[src/rtl/simd_addsub.sv]
module simd_addsub #(
  parameter int LANE_W = 4,
  parameter int LANES  = 4
) (
  input  logic [LANE_W*LANES-1:0] a_i,
  input  logic [LANE_W*LANES-1:0] b_i,
  input  logic [1:0]              op_i,
  input  logic [LANES-1:0]        cin_i,
  input  logic [LANES-2:0]        split_i,
  output logic [LANE_W*LANES-1:0] y_o,
  output logic [LANES-1:0]        cout_o
);
  localparam int W = LANE_W * LANES;

  logic neg, sub;
  assign neg = (op_i == 2'b10);
  assign sub = (op_i == 2'b01);

  logic [LANES-1:0] head, tail, nib_ci, nib_co, lane_co;

  for (genvar k = 0; k < LANES; k++) begin : g_nib
    logic [LANE_W-1:0] opa, opb;
    logic [LANE_W:0]   sum;

    if (k == 0) begin : g_first
      assign head[k] = 1'b1;
    end else begin : g_rest
      assign head[k] = split_i[k-1];
    end

    if (k == LANES-1) begin : g_top
      assign tail[k] = 1'b1;
    end else begin : g_mid
      assign tail[k] = split_i[k];
    end

    if (k == 0) begin : g_ci0
      assign nib_ci[k] = neg ? 1'b1 : cin_i[k];
    end else begin : g_cin
      assign nib_ci[k] = head[k] ? (neg ? 1'b1 : cin_i[k]) : nib_co[k-1];
    end

    assign opa = neg ? ~a_i[k*LANE_W +: LANE_W] : a_i[k*LANE_W +: LANE_W];
    assign opb = neg ? '0 : (sub ? ~b_i[k*LANE_W +: LANE_W] : b_i[k*LANE_W +: LANE_W]);
    assign sum = {1'b0, opa} + {1'b0, opb} + {{LANE_W{1'b0}}, nib_ci[k]};

    assign y_o[k*LANE_W +: LANE_W] = sum[LANE_W-1:0];
    assign nib_co[k] = sum[LANE_W];

    if (k == LANES-1) begin : g_lc_top
      assign lane_co[k] = nib_co[k];
    end else begin : g_lc_mid
      assign lane_co[k] = tail[k] ? nib_co[k] : lane_co[k+1];
    end

    assign cout_o[k] = head[k] & lane_co[k];
  end

  logic unused_w;
  assign unused_w = ^{W[0]};
endmodule

[config.mk]
export PLATFORM = sky130hd
export DESIGN_NAME = simd_addsub
export DESIGN_NICKNAME = d
export VERILOG_FILES = /design/src/rtl/simd_addsub.sv
export SDC_FILE = /design/constraint.sdc
export NUM_CORES = 1
export LEC_CHECK = 0
export ABC_AREA = 1
export BUFFER_PORTS_ARGS = -buffer_cell sky130_fd_sc_hd__buf_2
export CORE_MARGIN = 8
export CORE_UTILIZATION = 49
export DETAILED_ROUTE_END_ITERATION = 7
export MAX_ROUTING_LAYER = met4
export PLACE_DENSITY = 0.85
export SLEW_MARGIN = 30
export SYNTH_ARGS = -nofsm -noshare
export SYNTH_HDL_FRONTEND = slang
export SYNTH_SLANG_ARGS = --single-unit
export TNS_END_PERCENT = 50
[constraint.sdc]
create_clock -name vclk -period 8.8
set_input_delay 1.32 -clock vclk [all_inputs]
set_output_delay 1.32 -clock vclk [all_outputs]
set_load 0.01 [all_outputs]
======== Word-level counts from Yosys, hierarchy flattened ========
Index checks and enable logic that the tools add are counted.
cells by class
  $add $sub $neg .......................... 8
  eq/ne operators ......................... 2
  mux-type cells .......................... 22
  bitwise logic cells ..................... 11
operators with widths
  kind                count
  $mux 4              12
  $not 4->4           8
  $add 4x4->5         4
  $add 5x1->5         4
  $mux 1              10
  $and 1x1->1         3
  $eq 2x1->1 const B  1
  $eq 2x2->1 const B  1
storage, ports and cells
  register bits after elaboration ......... 0
  input port bits ......................... 41
  output and inout port bits .............. 20
  word-level logic and storage cells ...... 43

======== Logic depth before layout (Yosys ltp) ========
Gate-level depths: netlist (run 1).
  depth in word-level cells ............... 14
  depth in mapped cells ................... 31
  gate-level depth less buffers ........... 31

======== Least setup slack after synthesis (run 1) ========
No wires, ideal clock.
  path kind ............................... input port to output port
  start point ............................. input op_i[0]
  end point ............................... output cout_o[1]
  data arrival time ....................... 5.951 ns
  data required time ...................... 7.480 ns
  setup slack ............................. 1.529 ns
  stages on the path ...................... 30
  buffers on the path ..................... 1
  cells stage by stage .................... inv_1 nand2_4 buf_6 xnor2_1 fa_1 fa_1 nand3_1 nand2_1 o21ai_0 fa_1 fa_1 nand3b_1 nand3_1 o31ai_1 fa_1 fa_1 inv_1 nand2_1 nand2_1 nand2_1 a21o_1 fa_1 inv_1 fa_1 nand2_1 nand2_1 nand3_1 nand3_1 nand2_1 nor2_1
on the way
  longest elaborated chain between the ends .. 14
  elaborated cells on any way between the ends .. 32
  those cells by class .................... add/sub: 8; eq/ne: 2; mux: 21; bitwise: 1
ends and longest elaborated chain
  element              RTL line  text
  start, declared      7         input logic [1:0] op_i,
  $eq 2x1->1           17        assign sub = (op_i == 2'b01);
  $mux 4 (2 in a row)  44        assign opb = neg ? '0 : (sub ? ~b_i[k*LANE_W +: LANE_W] : b_i[k*LANE_W +: LANE_W]);
  $add 4x4->5          45        assign sum = {1'b0, opa} + {1'b0, opb} + {{LANE_W{1'b0}}, nib_ci[k]};
  $add 5x1->5          45
  $mux 1               40        assign nib_ci[k] = head[k] ? (neg ? 1'b1 : cin_i[k]) : nib_co[k-1];
  $add 5x1->5          45
  $mux 1               40
  $add 5x1->5          45
  $mux 1               40
  $add 5x1->5          45
  $mux 1               53        assign lane_co[k] = tail[k] ? nib_co[k] : lane_co[k+1];
  $mux 1 *             53
  $and 1x1->1 *        56        assign cout_o[k] = head[k] & lane_co[k];
  end, declared        11        output logic [LANES-1:0] cout_o
Every way passes the cells marked *; elsewhere a longest branch is shown, timed or not.

======== Worst setup path in the final report (run 1) ========
Same ends and word-level chain as after synthesis.

==> results of run 1 <==
-- power groups by stage --
| stage | logic, mW | clock network [mW] | registers [mW] |
|---|---|---|---|
| after floorplan | 0.104 | 0 | 0 |
| after global placement | 0.149 | 0 | 0 |
| after detailed placement | 0.153 | 0 | 0 |
| after CTS | 0.154 | 0 | 0 |
| after global routing | 0.172 | 0 | 0 |
| final | 0.151 | 0 | 0 |
-- through the flow --
step	setup WS [ps]	utilization [%]	hold slack [ps]	power (mW)	instances
2_1_floorplan	1530	-	2760	0.104	167
3_3_place_gp	672	62.3	2960	0.149	254
3_5_place_dp	581	62.3	2960	0.153	254
4_1_cts	566	62.3	2960	0.154	254
5_1_grt	73.0	62.3	3000	0.172	254
6_report	591	62.3	2960	0.151	254
-- worst max-delay path by stage --
stage               cells past startpoint  slack [ps]     from         to
floorplan                              30        1530  op_i[0]  cout_o[1]
global placement                       33         670  op_i[0]  cout_o[1]
detailed placement                     33         580  op_i[0]  cout_o[1]
CTS                                    33         570  op_i[0]  cout_o[1]
global route                           33          70  op_i[0]  cout_o[1]
finish                                 33         590  op_i[0]  cout_o[1]
-- layer usage --
layer	GRT usage, %	vias up
met3	2.21	0
li1	-	645
met2	25.7	30
met1	16.0	532
met5	-	-
met4	0	0
-- cells in the final DEF (no fill, tap or decap), drive strengths merged, types with 5 or more instances in the layout --
| cell | n |
|---|---|
| fa | 8 |
| a21oi | 18 |
| o21ai | 14 |
| buf | 63 |
| nor2 | 10 |
| xnor2 | 13 |
| ha | 12 |
| or2 | 5 |
| inv | 30 |
| xor2 | 11 |
| nand3 | 12 |
| nand2 | 24 |
-- cell type report --
type	instances	area, sq um	share of cell area [%]
tap	30	37.5	2.52
timing repair buffer	63	320	21.5
inverter	30	113	7.57
multi-input combinational	131	1020	68.4
-- critical path, delay by kind of cell --
kind                     cells  cell delay, ps
AO/OA/AOI/OAI                5             730
adder cells (fa/ha/maj)      8            2700
buffers and inverters        6             900
AND/OR/NAND/NOR             14            1200
-- cell families after synthesis --
logic type / Yosys count / share of synthesized area [%]
AOI/OAI and AO/OA: 34 / 20.9
xor gates and xnor gates: 24 / 17.6
adders and majority gates: 20 / 25.9
buffers and inverters: 36 / 15.0
and+or+nand+nor: 53 / 20.6
==> results by group, run 1 <==
Pwr
  – Reg power frac: 0%
  – Sw Ratio: 55.8%
  – Net Sw Power: 84.6 uW
  – Peak supply drop: 0.0567 mV
  – Internal power: 66.9 uW
  – Clock power frac: 0%
  – PD cells: 102 nW/um^2
  – Combinational power share: 100.0%
  – Leakage: 0.843 nW

Final layout
  – Clock buffers: 0
  – Seq cells: 0
  – Antenna Cells: 0
  – Layout Nets: 287
  – Register area: 0 sq um
  – Layout cell share with drive strength beyond 1: 40.6%
  – Area delta synth->final: 24.2%
  – Post-route cell area: 1490 sq um
  – Fillers: 243

Worst setup path
  – Critical Path Sink Type: output port
  – Worst setup path class: in -> out
  – CP max stage delay: 420 ps
  – Critical Path RT: 7480 ps
  – CP Launch Type: input pin
  – Maximum net fanout on the critical path: 22
  – Crit-path slowest cell: fa_1
  – CP dominant cell by count: fa_1
  – CP arrival: 6890 ps

STA
  – Unrepaired setup endpoints after global routing: false
  – Setup violators final: 0
  – Max-slew violation count: 0
  – Setup TNS: 0 ps
  – Final hold vios: 0
  – Post-layout minimum cycle time: 8210 ps
  – Fmax: 122 MHz
  – Worst-margin pin slew: 555 ps
  – Final period util: 93.3%
  – Slew HR: 62.9%

Die
  – # rows: 18
  – Initial core utilization: 50.2%
  – Core box area: 2390 sq um
  – Die area: 4280 sq um
  – Die Y: 65.4 um
  – IO Pins: 61
  – Die width: 65.4 um

Min path
  – Min-delay src: split_i[0]
  – HP Class: in -> out
  – WHS Path Cells: 4
  – WHS Endpoint: cout_o[0]

Synth
  – Post-Syn Nets: 228
  – Largest cells by area after synthesis: fa_1 13%, ha_1 13%, xnor2_1 9.5%
  – Syn avg cell area: 7.17 sq um
  – Synthesis warning total: 0
  – Top cells by count, synth: 27 x inv_1, 23 x nand2_1, 13 x xnor2_1
  – Area leader, netlist: fa_1
  – Post-synth top area share: 13.4%
  – Distinct cells, synth: 22
  – Area of the mapped netlist: 1200 sq um
  – Sequential fraction of the synthesis area: 0%
  – Most frequent cell after synthesis: inv_1
  – Post-Synthesis Cells: 167

Detailed routing
  – Met2 wire length: 1490 um
  – DRT iter0 DRCs: 29
  – Met3 routed WL: 183 um
  – WL final: 2890 um
  – Number of remaining DRC errors: 0
  – Antenna-violating nets left: 0
  – Routed WL per cell: 11.4 um
  – DRT met1 WL: 1210 um
  – Pre-Repair DR Iteration Count: 4
  – Via count: 1207
  – Max Used Layer: met3
  – Avg Vias per Cell: 4.75

Global routing
  – GR Overflow Total: 0
  – Initial antenna violation count: 0
  – Number of global-route vias before repair: 1217
  – GRT Util Overall: 13.8%
  – First-pass GRT wire length: 4970 um
  – Largest net degree at the start of global routing: 23

Outcome
  – Run status: complete, no violations

Place
  – # port buffers: 61
  – Gpl congestion: 0.801
  – Area post-placement: 1490 sq um
  – Dpl hpwl: 2560 um

Clock network
  – Postcts setup bufs: 0
  – Resize count post-CTS: 0
  – Cts hold-fix bufs: 0

Flow run
  – Max cap viols: 0
(Power assumes the default switching activity.)
==> inputs of run 2 (changes only) <==
CORE_UTILIZATION = 35   (was 49)
PLACE_DENSITY = default   (was 0.85)
==> results by group, run 2 (synthesis results as in run 1) <==
STA
  – Setup ws final: 880 ps (+289 ps)
  – Final period util: 90.0% (-3.3 points)
  – Max-slew violation count: 0 (unchanged)
  – Unrepaired setup endpoints after global routing: false
  – Hold Slack: 2970 ps (+8.97 ps)
  – Setup violators final: 0 (unchanged)
  – Post-layout minimum cycle time: 7920 ps (-289 ps)
  – Fmax: 126 MHz (+3.6%)
  – Setup TNS: 0 ps (unchanged)
  – Worst-margin pin slew: 288 ps (-268 ps)
  – Final hold vios: 0 (unchanged)
  – Slew HR: 80.7% (+18 points)

Min path
  – WHS Endpoint: cout_o[0]
  – HP Class: in -> out
  – WHS Path Cells: 4 (unchanged)
  – Min-delay src: split_i[0]

Global routing
  – Initial antenna violation count: 0 (unchanged)
  – Largest net degree at the start of global routing: 21 (-8.7%)
  – First-pass GRT wire length: 5080 um (+2.1%)
  – GR Overflow Total: 0 (unchanged)
  – GRT Util Overall: 11.3% (-2.6 points)
  – Number of global-route vias before repair: 1228 (+0.90%)

Detailed routing
  – Via count: 1176 (-2.6%)
  – Antenna-violating nets left: 0 (unchanged)
  – Max Used Layer: met3
  – Avg Vias per Cell: 4.34 (-8.7%)
  – WL final: 3000 um (+3.8%)
  – Routed WL per cell: 11.1 um (-2.7%)
  – DRT iter0 DRCs: 24 (-17%)
  – DRT met1 WL: 1390 um (+14%)
  – Pre-Repair DR Iteration Count: 4 (unchanged)
  – Met2 wire length: 1430 um (-3.9%)
  – Number of remaining DRC errors: 0 (unchanged)
  – Met3 routed WL: 180 um (-1.6%)

Worst setup path
  – CP Launch Type: input pin
  – Worst setup path class: in -> out
  – CP arrival: 6600 ps (-290 ps)
  – Critical Path RT: 7480 ps (about the same)
  – Largest delay share family, worst path: adder cells
  – WP buf/inv: 8 (+2)
  – Crit-path slowest cell: fa_1
  – CP max stage delay: 410 ps (about the same)
  – Maximum net fanout on the critical path: 16 (-27%)
  – Cell count along the critical path: 34 (+3.0%)
  – Critical Path Sink Type: output port

Final layout
  – Footprint of the multi-input gates: 1020 sq um (unchanged)
  – Seq cells: 0 (unchanged)
  – Clock buffers: 0 (unchanged)
  – Area delta synth->final: 26.5%
  – Layout Nets: 288 (+0.35%)
  – Antenna Cells: 0 (unchanged)
  – Layout cell share with drive strength beyond 1: 40.9% (+0.26 points)
  – Register area: 0 sq um (unchanged)
  – Most common cell after layout, fill and taps aside: buf_2
  – Fillers: 396 (+63%)
  – Final non-filler cell total: 271 (+6.7%)
  – Most frequent cells in the layout: 61 x buf_2, 27 x inv_1, 23 x nand2_1

Place
  – Dpl hpwl: 2710 um (+6.1%)
  – Gpl congestion: 0.832 (+3.9%)
  – Cell count after placement: 271 (+6.7%)
  – DP Worst Slack: 851 ps (+270 ps)
  – # port buffers: 61 (unchanged)

Die
  – # rows: 21 (+3)
  – Die area: 5550 sq um (+30%)
  – Initial core utilization: 36.2% (-14 points)
  – IO Pins: 61 (unchanged)
  – Die Y: 74.5 um (+14%)
  – Die width: 74.5 um (+14%)
  – Core box area: 3310 sq um (+39%)

Outcome
  – Run status: complete, no violations

Clock network
  – Cts hold-fix bufs: 0 (unchanged)
  – Postcts setup bufs: 0 (unchanged)
  – Resize count post-CTS: 0 (unchanged)

Pwr
  – Pwr Total: 152 uW (+0.63%)
  – PD cells: 101 nW/um^2 (-1.2%)
  – Peak supply drop: 0.0385 mV (-32%)
  – Leakage: 0.847 nW (+0.53%)

Flow run
  – Max cap viols: 0 (unchanged)
run 2: worst max-delay path by stage:
stage	endpoint	slack, ps	from
floorplan	cout_o[1]	1530	op_i[0]
global placement	cout_o[0]	910	op_i[0]
detailed placement	cout_o[1]	850	op_i[0]
CTS	cout_o[0]	840	op_i[0]
global route	cout_o[1]	340	op_i[0]
finish	cout_o[0]	880	op_i[0]
run 2: final cells by class:
class	count	area share (%)
multi-input cells	131	67.1
repair buffers	64	21.6
inverters	30	7.43
well taps	46	3.80
run 2: stage by stage:
step | utilization, % | cell area, sq um
floorplan | - | 1200
global placement | 45.8 | 1520
detailed placement | 45.8 | 1520
CTS | 45.8 | 1520
global route | 45.8 | 1520
finish | 45.8 | 1520
run 2: layer usage:
layer | vias to the layer above | GRT usage (%)
met1 | 500 | 13.7
li1 | 644 | -
met3 | 0 | 1.21
met2 | 32 | 20.4
met4 | 0 | 0
met5 | - | -
run 2: report_power, final:
group	internal (mW)	switching [mW]
Sequential	0	0
Combinational	0.0674	0.0851
Clock	0	0
==> inputs of run 3 (changes only) <==
clock period = 7.5 ns   (was 8.8 ns; I/O delays follow)
==> results by group, run 3 (synthesis results as in run 1) <==
STA
  – Worst-margin pin slew: 342 ps (+54.2 ps)
  – Setup ws final: 380 ps (-500 ps)
  – Final period util: 94.9%
  – Unrepaired setup endpoints after global routing: false
  – Slew HR: 77.0% (-3.6 points)
  – Setup violators final: 0 (unchanged)
  – Max-slew violation count: 0 (unchanged)
  – Fmax: 140 MHz
  – Post-layout minimum cycle time: 7120 ps
  – Final hold vios: 0 (unchanged)
  – Setup TNS: 0 ps (unchanged)

Pwr
  – Internal power: 84.4 uW (+25%)
  – Net Sw Power: 103 uW (+21%)
  – Reg power frac: 0% (unchanged)
  – PD cells: 118 nW/um^2 (+17%)
  – Leakage: 0.859 nW (+1.4%)
  – Combinational power share: 100.0% (about the same)
  – Sw Ratio: 54.9% (-0.93 points)
  – Peak supply drop: 0.0518 mV (+35%)
  – Clock power frac: 0% (unchanged)
  – Pwr Total: 187 uW (+23%)

Worst setup path
  – Worst setup path class: in -> out
  – Crit-path slowest cell: fa_2
  – Critical Path RT: 6380 ps (-1100 ps)
  – Maximum net fanout on the critical path: 8 (-8)
  – CP dominant cell by count: fa_2
  – Critical Path Sink Type: output port
  – CP Launch Type: input pin
  – CP arrival: 5990 ps (-610 ps)
  – CP max stage delay: 390 ps (-20 ps)

Flow run
  – Max cap viols: 0 (unchanged)

Place
  – # port buffers: 61 (unchanged)
  – Dpl hpwl: 2760 um (+1.6%)
  – DP Worst Slack: 128 ps (-723 ps)
  – Gpl congestion: 0.809 (-2.9%)

Final layout
  – Seq cells: 0 (unchanged)
  – Most frequent cells in the layout: 61 x buf_2, 27 x inv_1, 22 x nand2_1
  – Area delta synth->final: 32.9%
  – Antenna Cells: 0 (unchanged)
  – Most common cell after layout, fill and taps aside: buf_2
  – Layout cell share with drive strength beyond 1: 46.5% (+5.6 points)
  – Clock buffers: 0 (unchanged)
  – Layout Nets: 291 (+1.0%)
  – Register area: 0 sq um (unchanged)

Detailed routing
  – Pre-Repair DR Iteration Count: 4 (unchanged)
  – WL final: 3160 um (+5.4%)
  – Antenna-violating nets left: 0 (unchanged)
  – Via count: 1207 (+2.6%)
  – Avg Vias per Cell: 4.41 (+1.5%)
  – Number of remaining DRC errors: 0 (unchanged)
  – DRT iter0 DRCs: 43 (+79%)
  – Routed WL per cell: 11.5 um (+4.2%)

Die
  – Core box area: 3310 sq um (unchanged)
  – Die Y: 74.5 um (unchanged)
  – IO Pins: 61 (unchanged)
  – Die area: 5550 sq um (unchanged)
  – # rows: 21 (unchanged)
  – Initial core utilization: 36.2% (unchanged)
  – Die width: 74.5 um (unchanged)

Outcome
  – Run status: complete, no violations

Clock network
  – Postcts setup bufs: 0 (unchanged)
  – Cts hold-fix bufs: 0 (unchanged)

Global routing
  – Initial antenna violation count: 0 (unchanged)
  – Number of global-route vias before repair: 1171 (-4.6%)
  – First-pass GRT wire length: 5130 um (+0.95%)
  – Largest net degree at the start of global routing: 17 (-19%)
  – GR Overflow Total: 0 (unchanged)
  – GRT Util Overall: 11.4% (+0.17 points)

Min path
  – WHS Path Cells: 4 (unchanged)
  – HP Class: in -> out
run 3: changes by cell type in the layout (fill, tap and decap cells not counted):
cell / before / now
ha_1: 12 / 10
o21ai_0: 5 / 4
nand2_2: 0 / 1
nand3_1: 12 / 11
o21ai_1: 0 / 1
ha_4: 0 / 2
nand2_1: 23 / 22
nand3_2: 0 / 1
buf_4: 3 / 5
fa_1: 8 / 1
fa_2: 0 / 7
buf_6: 0 / 1
run 3: final cells by class:
cell class / instances / area [sq um]
inverters: 30 / 113
well taps: 46 / 57.6
fillers: 386 / 1720
multi-input cells: 131 / 1070
repair buffers: 67 / 354
run 3: metrics by stage:
step / area (sq um) / hold WS [ps] / instances / utilization [%]
after CTS: 1540 / 2590 / 274 / 46.4
after detailed placement: 1540 / 2590 / 274 / 46.4
after floorplan: 1200 / 2370 / 167 / -
after global routing: 1590 / 2600 / 274 / 48.1
final: 1590 / 2590 / 274 / 48.1
after global placement: 1540 / 2590 / 274 / 46.4
run 3: repair_timing:
action                                 in CTS  in global routing
endpoints found under the hold margin       0                  0
gates resized for setup                     0                 13
setup endpoints to repair                   0                  4
run 3: worst paths after layout:
kind	from	end	slack (ps)
setup / recovery	op_i[0]	cout_o[1]	380
hold / removal	split_i[0]	cout_o[0]	2590
run 3: worst max-delay path: cells and delay by family:
| family | cells | cell delay, ps |
|---|---|---|
| xor gates and xnor gates | 1 | 230 |
| buffers and inverters | 5 | 510 |
| and+or+nand+nor | 14 | 1230 |
| adders and majority gates | 8 | 2530 |
| AOI/OAI and AO/OA | 3 | 360 |
run 3: layer usage:
layer / GRT usage (%) / part of all wire, % / wire length (um) / vias to the layer above
li1: - / - / - / 652
met3: 2.02 / 6.9 / 217 / 0
met5: - / 0 / 0 / -
met2: 19.3 / 48 / 1530 / 32
met4: 0 / 0 / 0 / 0
met1: 14.6 / 45 / 1420 / 523
run 3: power by group through the flow:
stage | Sequential (mW) | Clock (mW) | Combinational, mW
2_1_floorplan | 0 | 0 | 0.122
3_5_place_dp | 0 | 0 | 0.182
5_1_grt | 0 | 0 | 0.213
3_3_place_gp | 0 | 0 | 0.182
6_report | 0 | 0 | 0.187
4_1_cts | 0 | 0 | 0.183
